`src/rtl/sram_ctl_pkg.sv`:
```
package sram_ctl_pkg;

  typedef enum logic [2:0] {
    ST_IDLE   = 3'd0,
    ST_READ   = 3'd1,
    ST_WPULSE = 3'd2,
    ST_WHOLD  = 3'd3,
    ST_RECOV  = 3'd4
  } seq_state_e;

  // Round a nanosecond value up to whole clock cycles, never below one.
  function automatic int ns_to_cyc(input int ns, input int period_ns);
    int c;
    c = (ns + period_ns - 1) / period_ns;
    if (c < 1) c = 1;
    return c;
  endfunction

  function automatic int imax(input int a, input int b);
    return (a > b) ? a : b;
  endfunction

endpackage

```
`src/rtl/sram_ctl_rst_sync.sv`:
```
module sram_ctl_rst_sync #(
  parameter int STAGES = 2
) (
  input  logic clk,
  input  logic rst_n,
  output logic rst_sync_n
);
  logic [STAGES-1:0] sync_q;
  logic [STAGES-1:0] sync_d;

  always_comb begin
    sync_d = {sync_q[STAGES-2:0], 1'b1};
  end

  always_ff @(posedge clk or negedge rst_n) begin
    if (!rst_n) sync_q <= '0;
    else        sync_q <= sync_d;
  end

  assign rst_sync_n = sync_q[STAGES-1];
endmodule

```
`src/rtl/sram_ctl_seq.sv`:
```
module sram_ctl_seq
  import sram_ctl_pkg::*;
#(
  parameter int RD_CYC   = 4,
  parameter int WR_CYC   = 3,
  parameter int RD_RECOV = 2,
  parameter int WR_RECOV = 0,
  parameter int TURN_CYC = 2,
  parameter int CNT_W    = 3
) (
  input  logic clk,
  input  logic rst_n,
  input  logic req_valid,
  input  logic req_write,
  output logic req_ready,
  output logic accept,
  output logic rd_done,
  output logic busy,
  output logic cs_n,
  output logic oe_n,
  output logic we_n,
  output logic dq_drive
);

  seq_state_e       state_q, state_d;
  logic [CNT_W-1:0] cnt_q, cnt_d;
  logic             cs_q, cs_d;
  logic             oe_q, oe_d;
  logic             we_q, we_d;
  logic             drv_q, drv_d;

  assign req_ready = (state_q == ST_IDLE);
  assign accept    = req_ready && req_valid;
  assign rd_done   = (state_q == ST_READ) && (cnt_q == '0);
  assign busy      = !req_ready;

  // Next-state process
  always_comb begin
    state_d = state_q;
    cnt_d   = (cnt_q != '0) ? cnt_q - 1'b1 : cnt_q;
    cs_d    = cs_q;
    oe_d    = oe_q;
    we_d    = we_q;
    drv_d   = drv_q;
    unique case (state_q)
      ST_IDLE: begin
        if (req_valid) begin
          cs_d = 1'b0;
          if (req_write) begin
            state_d = ST_WPULSE;
            cnt_d   = CNT_W'(WR_CYC - 1);
            we_d    = 1'b0;
            drv_d   = 1'b1;
          end else begin
            state_d = ST_READ;
            cnt_d   = CNT_W'(RD_CYC - 1);
            oe_d    = 1'b0;
          end
        end
      end
      ST_READ: begin
        if (cnt_q == '0) begin
          cs_d = 1'b1;
          oe_d = 1'b1;
          if (RD_RECOV > 0) begin
            state_d = ST_RECOV;
            cnt_d   = CNT_W'(RD_RECOV - 1);
          end else begin
            state_d = ST_IDLE;
          end
        end
      end
      ST_WPULSE: begin
        if (cnt_q == '0) begin
          cs_d    = 1'b1;
          we_d    = 1'b1;
          state_d = ST_WHOLD;
        end
      end
      ST_WHOLD: begin
        drv_d = 1'b0;
        if (WR_RECOV > 0) begin
          state_d = ST_RECOV;
          cnt_d   = CNT_W'(WR_RECOV - 1);
        end else begin
          state_d = ST_IDLE;
        end
      end
      ST_RECOV: begin
        if (cnt_q == '0) state_d = ST_IDLE;
      end
      default: begin
        state_d = ST_IDLE;
        cs_d    = 1'b1;
        oe_d    = 1'b1;
        we_d    = 1'b1;
        drv_d   = 1'b0;
      end
    endcase
  end

  // Register process
  always_ff @(posedge clk or negedge rst_n) begin
    if (!rst_n) begin
      state_q <= ST_IDLE;
      cnt_q   <= '0;
      cs_q    <= 1'b1;
      oe_q    <= 1'b1;
      we_q    <= 1'b1;
      drv_q   <= 1'b0;
    end else begin
      state_q <= state_d;
      cnt_q   <= cnt_d;
      cs_q    <= cs_d;
      oe_q    <= oe_d;
      we_q    <= we_d;
      drv_q   <= drv_d;
    end
  end

  assign cs_n     = cs_q;
  assign oe_n     = oe_q;
  assign we_n     = we_q;
  assign dq_drive = drv_q;

  // Cycles that output-enable has been high, saturating at the release count
  logic [CNT_W-1:0] oe_hi_q;
  always_ff @(posedge clk or negedge rst_n) begin
    if (!rst_n)                           oe_hi_q <= CNT_W'(TURN_CYC);
    else if (!oe_q)                       oe_hi_q <= '0;
    else if (oe_hi_q != CNT_W'(TURN_CYC)) oe_hi_q <= oe_hi_q + 1'b1;
  end

  p_oe_we_excl_r5: assert property (@(posedge clk) disable iff (!rst_n)
    !(!oe_q && !we_q));

  p_no_contention_r7: assert property (@(posedge clk) disable iff (!rst_n)
    drv_q |-> oe_q);

  p_drive_after_release_r7: assert property (@(posedge clk) disable iff (!rst_n)
    $rose(drv_q) |-> (oe_hi_q >= CNT_W'(TURN_CYC)));

  p_we_cs_rise_r5: assert property (@(posedge clk) disable iff (!rst_n)
    $rose(we_q) |-> $rose(cs_q));

  p_idle_quiet_r1: assert property (@(posedge clk) disable iff (!rst_n)
    (state_q == ST_IDLE) |-> (cs_q && oe_q && we_q && !drv_q));

endmodule

```
`src/rtl/sram_ctl_datapath.sv`:
```
module sram_ctl_datapath #(
  parameter int ADDR_W = 19,
  parameter int DATA_W = 8
) (
  input  logic              clk,
  input  logic              rst_n,
  input  logic              accept,
  input  logic              rd_done,
  input  logic              busy,
  input  logic [ADDR_W-1:0] req_addr,
  input  logic [DATA_W-1:0] req_wdata,
  input  logic [DATA_W-1:0] mem_dq_in,
  output logic [ADDR_W-1:0] mem_addr,
  output logic [DATA_W-1:0] mem_dq_out,
  output logic              rsp_valid,
  output logic [DATA_W-1:0] rsp_rdata
);

  logic [ADDR_W-1:0] addr_q, addr_d;
  logic [DATA_W-1:0] wdata_q, wdata_d;
  logic [DATA_W-1:0] rdata_q, rdata_d;
  logic              rsp_q;

  // Next-state: clock enables written out
  always_comb begin
    addr_d  = accept  ? req_addr  : addr_q;
    wdata_d = accept  ? req_wdata : wdata_q;
    rdata_d = rd_done ? mem_dq_in : rdata_q;
  end

  always_ff @(posedge clk or negedge rst_n) begin
    if (!rst_n) begin
      addr_q  <= '0;
      wdata_q <= '0;
      rdata_q <= '0;
      rsp_q   <= 1'b0;
    end else begin
      addr_q  <= addr_d;
      wdata_q <= wdata_d;
      rdata_q <= rdata_d;
      rsp_q   <= rd_done;
    end
  end

  assign mem_addr   = addr_q;
  assign mem_dq_out = wdata_q;
  assign rsp_valid  = rsp_q;
  assign rsp_rdata  = rdata_q;

  p_addr_stable_r3: assert property (@(posedge clk) disable iff (!rst_n)
    (busy && $past(busy)) |-> $stable(addr_q));

  p_rsp_pulse_r4: assert property (@(posedge clk) disable iff (!rst_n)
    rsp_q |=> !rsp_q);

endmodule

```
`src/rtl/sram_async_ctl.sv`:
```
module sram_async_ctl
  import sram_ctl_pkg::*;
#(
  parameter int ADDR_W    = 19,
  parameter int DATA_W    = 8,
  parameter int CLK_NS    = 5,
  parameter int T_AA_NS   = 20,
  parameter int T_DOE_NS  = 8,
  parameter int T_RC_NS   = 20,
  parameter int T_HZOE_NS = 8,
  parameter int T_PWE_NS  = 13,
  parameter int T_AW_NS   = 13,
  parameter int T_SD_NS   = 9,
  parameter int T_WC_NS   = 20
) (
  input  logic              clk,
  input  logic              rst_n,
  input  logic              req_valid,
  output logic              req_ready,
  input  logic              req_write,
  input  logic [ADDR_W-1:0] req_addr,
  input  logic [DATA_W-1:0] req_wdata,
  output logic              rsp_valid,
  output logic [DATA_W-1:0] rsp_rdata,
  output logic [ADDR_W-1:0] mem_addr,
  output logic              mem_cs_n,
  output logic              mem_oe_n,
  output logic              mem_we_n,
  output logic [DATA_W-1:0] mem_dq_out,
  output logic              mem_dq_drive,
  input  logic [DATA_W-1:0] mem_dq_in
);

  localparam int RD_CYC   = imax(ns_to_cyc(T_AA_NS, CLK_NS), ns_to_cyc(T_DOE_NS, CLK_NS));
  localparam int TURN_CYC = ns_to_cyc(T_HZOE_NS, CLK_NS);
  localparam int RD_RECOV = imax(TURN_CYC, ns_to_cyc(T_RC_NS, CLK_NS) - RD_CYC);
  localparam int WR_CYC   = imax(ns_to_cyc(T_PWE_NS, CLK_NS),
                                 imax(ns_to_cyc(T_AW_NS, CLK_NS), ns_to_cyc(T_SD_NS, CLK_NS)));
  localparam int WR_RECOV = imax(0, ns_to_cyc(T_WC_NS, CLK_NS) - WR_CYC - 1);
  localparam int MAX_CNT  = imax(imax(RD_CYC, WR_CYC), imax(RD_RECOV, imax(WR_RECOV, TURN_CYC)));
  localparam int CNT_W    = $clog2(MAX_CNT + 1);

  logic rst_sync_n;
  logic accept, rd_done, busy;

  sram_ctl_rst_sync #(.STAGES(2)) u_rst_sync (
    .clk        (clk),
    .rst_n      (rst_n),
    .rst_sync_n (rst_sync_n)
  );

  sram_ctl_seq #(
    .RD_CYC   (RD_CYC),
    .WR_CYC   (WR_CYC),
    .RD_RECOV (RD_RECOV),
    .WR_RECOV (WR_RECOV),
    .TURN_CYC (TURN_CYC),
    .CNT_W    (CNT_W)
  ) u_seq (
    .clk       (clk),
    .rst_n     (rst_sync_n),
    .req_valid (req_valid),
    .req_write (req_write),
    .req_ready (req_ready),
    .accept    (accept),
    .rd_done   (rd_done),
    .busy      (busy),
    .cs_n      (mem_cs_n),
    .oe_n      (mem_oe_n),
    .we_n      (mem_we_n),
    .dq_drive  (mem_dq_drive)
  );

  sram_ctl_datapath #(
    .ADDR_W (ADDR_W),
    .DATA_W (DATA_W)
  ) u_dp (
    .clk        (clk),
    .rst_n      (rst_sync_n),
    .accept     (accept),
    .rd_done    (rd_done),
    .busy       (busy),
    .req_addr   (req_addr),
    .req_wdata  (req_wdata),
    .mem_dq_in  (mem_dq_in),
    .mem_addr   (mem_addr),
    .mem_dq_out (mem_dq_out),
    .rsp_valid  (rsp_valid),
    .rsp_rdata  (rsp_rdata)
  );

endmodule

```
`config.mk`:
```
export PLATFORM = sky130hd
export DESIGN_NAME = sram_async_ctl
export DESIGN_NICKNAME = d
export VERILOG_FILES = /design/src/rtl/sram_ctl_pkg.sv /design/src/rtl/sram_ctl_rst_sync.sv /design/src/rtl/sram_ctl_seq.sv /design/src/rtl/sram_ctl_datapath.sv /design/src/rtl/sram_async_ctl.sv
export SDC_FILE = /design/constraint.sdc
export NUM_CORES = 1
export LEC_CHECK = 0
export BUFFER_PORTS_ARGS = -buffer_cell sky130_fd_sc_hd__buf_4
export CAP_MARGIN = 20
export CORE_MARGIN = 3
export CORE_UTILIZATION = 40
export CTS_BUF_LIST = sky130_fd_sc_hd__clkbuf_4
export CTS_CLUSTER_DIAMETER = 50
export DETAILED_ROUTE_END_ITERATION = 10
export PLACE_DENSITY = 0.72
export SETUP_SLACK_MARGIN = 0.5
export SLEW_MARGIN = 20
export SYNTH_ARGS = -nofsm -noshare
export SYNTH_HDL_FRONTEND = slang
export SYNTH_SLANG_ARGS = --single-unit
```
`constraint.sdc`:
```
create_clock -name clk -period 1.9 [get_ports clk]
set_input_delay 0 -clock clk [delete_from_list [all_inputs] [get_ports clk]]
set_output_delay 0 -clock clk [all_outputs]
set_load 0.01 [all_outputs]
```
## After elaboration in Yosys (flattened, before gate mapping)

Index checks and enable logic that the tools add are counted.

| word-level totals | value |
|---|---|
| register bits | 48 |
| bits in latches | 0 |
| memory bits (writable) | 0 |
| ROM bits | 0 |
| output and inout bits | 41 |
| word-level logic and storage cells | 65 |
| memories kept | 0 |

| cells by class | value |
|---|---|
| $add $sub $neg | 1 |
| multiply operators | 0 |
| divide/modulo/power cells | 0 |
| $lt $le $gt $ge | 0 |
| eq/ne operators | 11 |
| shifts and indexed selects | 0 |
| mux-type cells | 23 |
| bitwise logic cells | 4 |
| reductions and logical operators | 15 |

Operators with widths:

| kind | count |
|---|---|
| $mux 3 | 7 |
| $pmux 3 s4 | 1 |
| $reduce_and 4->1 | 3 |
| $mux 1 | 9 |
| $pmux 1 s3 | 3 |
| $reduce_or 3->1 | 3 |
| $ne 2x2->1 const B | 4 |
| $eq 3x2->1 const B | 2 |
| $logic_not 3->1 | 2 |
| $ne 2x1->1 const B | 3 |
| $pmux 3 s2 | 1 |
| $reduce_and 3->1 | 2 |
| $not 1->1 | 4 |
| $reduce_or 2->1 | 2 |
| $eq 3x1->1 const B | 1 |
| $eq 3x3->1 const B | 1 |
| $reduce_bool 3->1 | 1 |
| $sub 3x1->3 const B | 1 |
| $logic_and 1x1->1 | 2 |
| $mux 2 | 1 |
| $pmux 1 s2 | 1 |

## Longest topological paths before layout

Gate-level depths: netlist of run 1.

| logic depth | value |
|---|---|
| word-level depth | 4 |
| gate-level depth with buffers | 7 |

## Hierarchy

Synthesis of run 1 repeated with hierarchy kept, for this count alone.

| second synthesis, totals | value |
|---|---|
| cells, all modules | 143 |
| area, all modules | 2068.2 sq um |

Modules (own cells, without submodules):

| module | instances | cells an instance | area each (sq um) |
|---|---|---|---|
| sram_ctl_datapath | 1 | 75 | 1426.4 |
| sram_ctl_seq | 1 | 65 | 588.1 |
| sram_ctl_rst_sync | 1 | 3 | 53.8 |

## Least setup slack after synthesis of run 1

OpenSTA, ideal clock, no wires.

| path | value |
|---|---|
| kind | flip-flop to flip-flop |
| start point | register u_seq.state_q[1] |
| end point | register u_dp.rdata_q[0] (netlist: u_dp.rsp_rdata[0]) |
| arrival | 1.522 ns |
| required time | 1.775 ns |
| slack | 0.253 ns |
| cell stages (with the launch flop) | 6 |
| period minus slack after synthesis | 1.647 ns |
| cell sequence | dfrtp_1 -> buf_6 -> or3b_4 -> or2_1 -> buf_6 -> mux2_4 |

| between the ends | value |
|---|---|
| cells in the longest elaborated chain, start to end | 2 |

Ends and longest elaborated chain:

| item | RTL line | text |
|---|---|---|
| start: declaration | sram_ctl_seq.sv:25 | `seq_state_e state_q, state_d;` |
| start signal: assignment | sram_ctl_seq.sv:112 | `state_q <= state_d;` |
| $eq 3x1->1 | sram_ctl_seq.sv:34 | `assign rd_done = (state_q == ST_READ) && (cnt_q == '0);` |
| $logic_and 1x1->1 | sram_ctl_seq.sv:34 |  |
| end signal: assignment | sram_ctl_datapath.sv:40 | `rdata_q <= rdata_d;` |
| end: declaration | sram_ctl_datapath.sv:21 | `logic [DATA_W-1:0] rdata_q, rdata_d;` |

Every way passes these cells.
A chain may end at the register's enable or synchronous reset.

## Final worst setup path of run 1

| path | value |
|---|---|
| start point | register u_seq.state_q[2] |
| end point | register u_dp.rdata_q[6] (netlist: u_dp.rsp_rdata[6]) |

Same word-level chain as after synthesis.

==> metrics.txt, run 1 <==
CP max-delay cell=dfrtp_1; Synth-to-Final Area Change=75.4%; slowest stage delay, CP=450 ps; Setup WS pre-CTS=169 ps; Max-Cap Viols=0; Leak=0.00173 µW; RSZ-0062 raised after global routing=yes; Yosys Warn Count=0; RD Place Congestion=between 0.7 and 0.8; largest net degree at the start of global routing=18; synthesized instance count=147; chip width=between 70 and 80 µm; max-slew violations=0; initial core utilization=42.1%; cells along the critical path=or3b_4, or2_4, mux2_4; Root Buffer=clkbuf_4; P_int=3910 µW; router iterations before antenna repair=4; placeable core region=4790 µm²; most frequent cells in the layout=buf_4 (88), dfrtp_1 (44), dlygate4sd3_1 (39); std cell rows=25; Max clock buf depth=2; final hold violations=0; status=complete, no violations; Worst Slack Setup Final=about 330 ps; gr usage total=between 10% and 20%; VDD IR-drop max=0.812 mV; fillers=320; register area=1210 µm²; Worst Path Required=2170 ps; port buffer count=79; Final Cycle Share=82.4%; vias in the first global route=1786; Critical Path Sink Type=flip-flop; Post-synth EDFFs=0; syn avg cell area=between 10 and 15 µm²; WL final=~5.7 mm; aggregate global routing overflow=0; combinational fraction of design power=54.5%; clock share of power=13.1%; final net count=between 300 and 400; final worst path period need=1570 ps; share of total power in sequential cells=32.4%; H-tree depth=2; Final Non-Filler Cells=about 350; Startpoint Class=flip-flop; sequential area share after synthesis=59.7%; CTS buffer count=5; initial antenna violation count=0; Routed wire per std cell=between 15 and 20 µm; asr flop ratio synth=100%; Remaining DRCs=0; Worst-Skew Late Latency=380 ps; post-DP HPWL=3.14 mm; Worst Hold Class=reg2async; PwrDens=1640 nW/µm²; Crit Path Category=reg2reg; vias post-DR=around 1600; Syn Nets=~190; P_sw=1880 µW; dpl cells=293; CP arrival=1840 ps; synthesis-stage register bit count=48; Die H=approximately 77 µm; Clock Pin Slew Worst Setup and Hold Paths=150 ps; drt via density=about 4.7; Top Ports=80; Yosys cell types=31; share of cells above drive strength 1=55.6%; clock skew=14.6 ps; Post-DRT Antenna Nets=0; DR iter-0 viols=83; commonest non-fill, non-tap cell in the layout=buf_4; delay-heaviest family, CP=simple AND/OR/NAND/NOR gates; antenna cells=0; clock tree sinks=48; Main synth FF type=dfrtp_1; Sw Share=32.5%; max frequency=639 MHz; mapped cell area=2020 µm²; first-pass GRT wire length=about 9.2 mm; TritonCTS clock tree=done; area of the multi-input gates=906 µm²; Setup violations, final=0; worst path buffer plus inverter count=0; setup tns final=0 ps; DIE AREA=between 5000 and 6000 µm²; worst-path fanout max=5
## what timing repair did
item	4_1_cts	5_1_grt
gates cloned	3	1
pin swaps	4	5
endpoints found under the setup margin	42	42
gates resized for setup	14	8
hold buffers	39	0
buffers inserted	4	3
endpoints found under the hold margin	41	0
## path summary, 6_finish.rpt
path                                 startpoint                   end  slack, ps  cells after the start
min in group clk           u_rst_sync.sync_q[0]  u_rst_sync.sync_q[1]        370                      0
max                            u_seq.state_q[2]     u_dp.rsp_rdata[6]        330                      3
max in group asynchronous  u_rst_sync.sync_q[1]            u_seq.oe_n       1100                      1
min                        u_rst_sync.sync_q[1]    u_dp.mem_dq_out[7]        180                      0
max reg2reg                    u_seq.state_q[2]     u_dp.rsp_rdata[6]        330                      3
min reg2reg                u_rst_sync.sync_q[1]    u_dp.mem_dq_out[7]        180                      0
## power groups by stage
stage | registers [µW] | logic (µW) | clock network, µW
floorplan | 2040 | 1430 | 0
global placement | 1850 | 2580 | 0
detailed placement | 1850 | 2620 | 0
CTS | 1840 | 2960 | 772
global route | 1940 | 3370 | 821
finish | 1870 | 3150 | 761
## area by class of cell
| class | instances | area share (%) |
|---|---|---|
| Clock inverter | 3 | 1.95 |
| Tap cell | 67 | 2.37 |
| Sequential cell | 48 | 34.1 |
| Timing Repair Buffer | 136 | 34.4 |
| Multi-Input combinational cell | 87 | 25.6 |
| Clock buffer | 5 | 1.06 |
| Inverter | 5 | 0.531 |
## flip-flops by register name (all words and copies together), names as in the netlist
signal,count
u_dp.mem_dq_out,8
u_dp.rsp_rdata,8
u_dp.rsp_valid,1
u_rst_sync.sync_q,2
u_seq.oe_n,1
u_seq.cnt_q,3
u_seq.dq_drive,1
u_seq.we_n,1
u_seq.state_q,3
u_seq.cs_n,1
u_dp.mem_addr,19
## logic make-up (layout without fill, tap and decap cells)
logic type / after synthesis / after routing / share of synthesized area, %
buffers and inverters: 13 / 149 / 3.35
AOI/OAI and AO/OA: 17 / 17 / 5.40
other: 1 / 1 / 0.186
DFF: 48 / 48 / 59.7
adders and majority gates: 2 / 2 / 1.24
and+or+nand+nor: 30 / 31 / 8.56
muxes: 36 / 36 / 21.5
## synth_stat cells (2+ instances only)
master	count	share of area (%)
ha_1	2	1.2
o21ai_0	3	0.74
mux2_4	8	6.0
buf_6	2	1.1
nor2b_1	3	0.93
nand2_1	9	1.7
buf_2	3	0.74
clkbuf_1	3	0.56
dfstp_2	3	3.9
a211oi_1	2	0.74
dfrtp_1	45	56
nand2b_1	5	1.6
a21oi_1	6	1.5
nor2_1	6	1.1
inv_1	5	0.93
mux2_2	27	15
## stage by stage
stage               power [µW]  instance area (µm²)  hold slack [ps]  utilization, %
CTS                       5580                 3440              194            71.9
finish                    5790                 3540              180            73.9
floorplan                 3470                 2130             -296               -
global placement          4420                 2820             -217            58.8
detailed placement        4480                 2820             -215            58.8
global route              6140                 3540              217            73.9
## layer usage
| metal | vias to the layer above | share of wire [%] | track usage, % |
|---|---|---|---|
| met1 | 786 | 44 | 25.8 |
| met5 | - | 0 | 0 |
| met3 | 6 | 6.5 | 5.40 |
| met2 | 71 | 49 | 32.7 |
| met4 | 0 | 1.1 | 4.09 |
| li1 | 773 | - | - |
Power figures use the tool's default switching activity.
==> run 2, diff against run 1 <==
Settings changed: ABC_AREA from default to 1, PLACE_DENSITY 0.72 to 0.74.
Clock period 1.9 ns to 1.4 ns, I/O delays scaled along.
==> run 2 against run 1 <==
  * Worst setup slack lost 270 ps
  * Sequential cell count stayed put
  * Wire length increased by 41%
  * First-iteration DRC count grew 110%
  * Via count rose by 46%
  * Hold slack worse by 170 ps
  * Global-route usage up 5.2 points
  * Clock skew decreased by 6.8 ps
  * Synthesized cell count grew 67%
  * Total power rose by 57%
  * Register-to-register slack worse by 270 ps
  * Critical path type unchanged
  * Critical endpoint is now u_dp.rsp_rdata[0]
==> metrics.txt, run 2 <==
DR iter-0 viols=~170; Critical Path Sink Type=flip-flop; synthesized instance count=245; Yosys Warn Count=0; Top Ports=80; Syn Nets=around 290; share of cells above drive strength 1=45.4%; dpl cells=391; post-DP HPWL=3.88 mm; Worst-Skew Late Latency=roughly 370 ps; final net count=450; clock skew=7.86 ps; aggregate global routing overflow=0; fillers=281; Routed wire per std cell=16.8 µm; Hold Crit Start=req_valid; port buffer count=79; std cell rows=25; setup tns final=0 ps; placeable core region=roughly 4900 µm²; Root Buffer=clkbuf_4; Final Non-Filler Cells=477; max FFs per register=19; Worst Path Required=1710 ps; RD Place Congestion=0.847; Power Total=9060 µW; worst hold slack=10.8 ps; most frequent cell after synthesis=nand2_1; largest net degree at the start of global routing=28; Leak=0.00211 µW; Startpoint Class=flip-flop; Die H=78.2 µm; most frequent cells in the layout=nand2_1 (99), buf_4 (74), buf_6 (48); max-slew violations=0; drt via density=5.02; syn avg cell area=8.51 µm²; Synth-to-Final Area Change=91.4%; Worst setup startpoint=u_seq.cnt_q[0]; WL final=8.02 mm; Worst Hold Class=in2reg; leading area contributor after synthesis=dfrtp_1; sequential area share after synthesis=~58%; Post-synth EDFFs=0; first-pass GRT wire length=11.9 mm; Post-DRT Antenna Nets=0; H-tree depth=2; Crit Path Category=reg2reg; vias in the first global route=2441; chip width=~78 µm; post-synth top area share=54.0%; Final Cycle Share=95.4%; top post-synthesis cells by area=dfrtp_1 (54%), nand2_1 (20%), nand3_1 (9.6%); top cells by count, synth=nand2_1 (111), dfrtp_1 (45), nand3_1 (40); Main synth FF type=dfrtp_1; final hold violations=0; TritonCTS clock tree=done; Max clock buf depth=2; Remaining DRCs=0; CP arrival=1650 ps; DIE AREA=6110 µm²; Yosys cell types=22; initial core utilization=a little over two fifths; Finished Core Util=81.7%; RSZ-0062 raised after global routing=yes; Max-Cap Viols=0; clock tree sinks=48; gr usage total=24.9%; antenna cells=0; Setup violations, final=0; vias post-DR=2393; worst r2r src=u_seq.cnt_q[0]; max frequency=749 MHz; synthesis-stage register bit count=48; router iterations before antenna repair=4; mapped cell area=2080 µm²; CTS buffer count=5; Clock Pin Slew Worst Setup and Hold Paths=140 ps; worst-path fanout max=8; final worst path period need=~1300 ps; initial antenna violation count=0; PwrDens=2270 nW/µm²; asr flop ratio synth=100%; status=complete, no violations; commonest non-fill, non-tap cell in the layout=nand2_1; VDD IR-drop max=1.22 mV
## run 2: power breakdown
part | internal, µW | leakage, µW | switching (µW) | total [µW]
sequential | 2060 | 0.000585 | 534 | 2600
clock | 242 | 0.0000363 | 461 | 703
combinational | 3050 | 0.00149 | 2710 | 5760
## run 2: metrics by stage
step | area [µm²] | setup slack [ps]
3_3_place_gp | 2820 | 144
3_5_place_dp | 2820 | 90.7
5_1_grt | 3990 | 11.5
6_report | 3990 | 64.2
2_1_floorplan | 2130 | 196
4_1_cts | 3720 | 150
## run 2: kinds of logic after synthesis
family,synth area share [%]
buffers and inverters,6.06
DFF,57.8
other,0.180
AOI/OAI and AO/OA,1.32
adders and majority gates,1.20
xor gates and xnor gates,0.420
and+or+nand+nor,33.0
## run 2: worst paths after layout
check / endpoint / slack (ps) / depth (start not counted)
min in group asynchronous: u_seq.cnt_q[0] / 190 / 0
max: u_dp.rsp_rdata[0] / 60 / 7
min: u_dp.mem_addr[18] / 10 / 4
max reg2reg: u_dp.rsp_rdata[0] / 60 / 7
max in group asynchronous: u_dp.mem_addr[1] / 680 / 1
min reg2reg: u_seq.cnt_q[0] / 190 / 0
## run 2: final cells by class
class | count | area (µm²) | share of cell area [%]
inverters | 16 | 75.1 | 1.88
clock buffers | 7 | 52.6 | 1.32
clock inverters | 1 | 8.76 | 0.220
flip-flops and latches | 48 | 1210 | 30.2
repair buffers | 167 | 1610 | 40.5
well taps | 67 | 83.8 | 2.10
multi-input cells | 171 | 948 | 23.8
## run 2: layer usage
layer	vias up	GRT usage, %	part of all wire (%)	wire length (µm)
met3	26	5.16	5.5	444
met4	0	7.52	3.7	297
met5	-	0	0	0
met1	1156	29.1	36	2920
li1	1099	-	-	-
met2	112	45.5	54	4360
## run 2: worst max-delay path, cell delays in order (launching register included)
cell	delay [ps]
dfrtp_1	430
inv_2	110
ha_4	170
nand2_8	80
nor2_4	190
buf_6	160
nand2_2	50
nand2_1	80
## run 2: timing repair
| item | CTS | global route |
|---|---|---|
| pin swaps | 6 | 13 |
| hold buffers | 38 | 0 |
| gates resized for setup | 70 | 30 |
| hold endpoints to repair | 38 | 0 |
| endpoints found under the setup margin | 86 | 87 |
| buffers inserted | 22 | 15 |
| gates cloned | 1 | 2 |
==> run 3, diff against run 2 <==
--- a/config.mk
+++ b/config.mk
@@ -11,8 +11,7 @@
 export CORE_MARGIN = 3
 export CORE_UTILIZATION = 40
-export CTS_BUF_LIST = sky130_fd_sc_hd__clkbuf_4
 export CTS_CLUSTER_DIAMETER = 50
 export DETAILED_ROUTE_END_ITERATION = 10
-export PLACE_DENSITY = 0.74
+export PLACE_DENSITY = 0.7
 export SETUP_SLACK_MARGIN = 0.5
 export SLEW_MARGIN = 20
==> constraint.sdc (replaced) <==
create_clock -name clk -period 1.4 [get_ports clk]
set_input_delay 0.35 -clock clk [delete_from_list [all_inputs] [get_ports clk]]
set_output_delay 0.35 -clock clk [all_outputs]
set_load 0.01 [all_outputs]
==> run 3 against run 2 <==
  * The flow now finishes with violations (setup timing)
  * Register-to-register slack lost 130 ps
  * Largest power group unchanged
  * Total power increased by 4.4%
  * Largest cell class unchanged
  * Sequential cell count did not move
==> metrics.txt, run 3 (synthesis results as in run 2) <==
Crit Path Category=reg2out; Setup WS pre-CTS=59.3 ps; Clock Pin Slew Worst Setup and Hold Paths=100 ps; RSZ-0062 raised after global routing=yes; TritonCTS clock tree=done; Placement Cell Area=2840 µm²; max FFs per register=19; share of cells above drive strength 1=54.3%; Setup violations, final=27; Worst Path Required=1050 ps; H-tree depth=2; gr usage total=around a fifth; Sw Share=40.2%; failing checks=setup timing; drt via density=5.01; dpl cells=a little under 400; Die H=78.2 µm; CTS buffer count=5; first-pass GRT wire length=9.90 mm; Synth-to-Final Area Change=82.7%; setup tns final=-850 ps; PwrDens=2480 nW/µm²; P_int=between 5000 and 6000 µW; Worst Slack Setup Final=-82.1 ps; Worst Hold Class=reg2async; vias post-DR=2275; VDD IR-drop max=1.26 mV; clock skew=13.8 ps; delay-heaviest family, CP=flip-flops; combinational fraction of design power=62.7%; post-DP HPWL=around 3.8 mm; Max clock buf depth=2; CP max-delay cell=dfrtp_1; initial antenna violation count=0; final hold violations=0; slowest stage delay, CP=440 ps; RD Place Congestion=0.842; CP arrival=approximately 1100 ps; aggregate global routing overflow=0; status=finished, violations left; Post-DRT Antenna Nets=0; final net count=427; worst-path fanout max=2; most frequent cells in the layout=buf_4 (86), nand2_1 (84), buf_6 (46); vias in the first global route=roughly 2200; GR Layer Usage met2=35.4%; max-slew violations=0; Max-Cap Viols=0; antenna cells=0; DIE AREA=6110 µm²; Top Ports=80; GRT Max-Usage Layer=met2; initial core utilization=between 40% and 50%; commonest non-fill, non-tap cell in the layout=buf_4; grt met3 use=4.59%; met1 usage=24.9%; largest net degree at the start of global routing=17; clock share of power=9.7%; WL final=7.65 mm; std cell rows=25; Leak=a little over 0.002 µW; Worst-Skew Late Latency=310 ps; clock tree sinks=48; router iterations before antenna repair=4; cells along the critical path=nor2_4, nand2_4, inv_4, buf_6; share of total power in sequential cells=27.5%; Startpoint Class=flip-flop; max frequency=675 MHz; worst path buffer plus inverter count=2; Finished Core Util=78.0%; Final Non-Filler Cells=between 400 and 500; Root Buffer=clkbuf_8; P_sw=~3800 µW; Remaining DRCs=0; Routed wire per std cell=between 15 and 20 µm; DR iter-0 viols=133; Final Cycle Share=106%; cell area after layout=3810 µm²; port buffer count=79; Critical Path Sink Type=output pin; chip width=about 78 µm; final worst path period need=around 1500 ps; placeable core region=4880 µm²
==> run 3: cell count changes in the layout (fill, tap and decap cells not counted), moves of 3 or more <==
cell           delta
nand2_2          +15
buf_8             +6
nand2_1          -15
clkbuf_8          +6
nand3_2           -5
clkbuf_4          -7
dlygate4sd3_1    -37
clkbuf_16         +3
buf_4            +12
buf_12            -3
nand3_1           +4
==> run 3: layout make-up <==
| type | instances | area, µm² |
|---|---|---|
| timing repair buffer | 144 | 1380 |
| sequential | 48 | 1210 |
| fill | 333 | 1070 |
| multi-input combinational | 171 | 960 |
| tap | 67 | 83.8 |
| clock buffer | 6 | 82.6 |
| inverter | 16 | 77.6 |
| clock inverter | 2 | 13.8 |
==> run 3: final timing paths <==
check | from | end | slack [ps] | cells past startpoint
worst min-delay path | u_rst_sync.sync_q[1] | u_dp.mem_addr[1] | 130 | 0
max in group asynchronous | u_rst_sync.sync_q[1] | u_seq.cs_n | 730 | 1
worst max-delay path | u_seq.state_q[0] | req_ready | -80 | 4
min in group clk | mem_dq_in[6] | u_dp.rsp_rdata[6] | 240 | 3
worst min register to register | u_rst_sync.sync_q[1] | u_dp.mem_addr[1] | 130 | 0
worst max register to register | u_seq.state_q[0] | u_seq.state_q[0] | -70 | 9
==> run 3: worst reg2reg max path, stage by stage, from the launching register on <==
cell,delay (ps)
dfrtp_1,440
buf_4,140
buf_6,90
buf_8,120
nand3_4,110
buf_6,140
nand2_2,70
nand2_2,80
nand4_1,90
nand2_1,80
==> run 3: power by group through the flow <==
| stage | Clock, µW | Combinational [µW] | Sequential [µW] |
|---|---|---|---|
| after floorplan | 0 | 1760 | 2720 |
| after global placement | 0 | 3310 | 2460 |
| after detailed placement | 0 | 3410 | 2460 |
| after CTS | 899 | 4600 | 2530 |
| after global routing | 986 | 6370 | 2660 |
| final | 922 | 5940 | 2600 |
==> run 3: through the flow <==
stage	hold WS [ps]	total power, µW
after floorplan	54.4	4480
after global placement	132	5770
after detailed placement	137	5870
after CTS	152	8030
after global routing	151	10000
final	134	9460
==> run 3: routing by layer <==
metal  vias up  share of wire (%)
li1       1045                  -
met1      1108                 36
met2        94                 54
met3        28                5.4
met4         0                4.5
met5         -                  0
==> run 3: timing repair <==
action | CTS | global route
resized for setup | 69 | 49
gates cloned | 1 | 4
endpoints found under the setup margin | 87 | 87
endpoints found under the hold margin | 2 | 0
pin swaps | 5 | 8
hold buffers | 1 | 0
setup buffers | 26 | 20
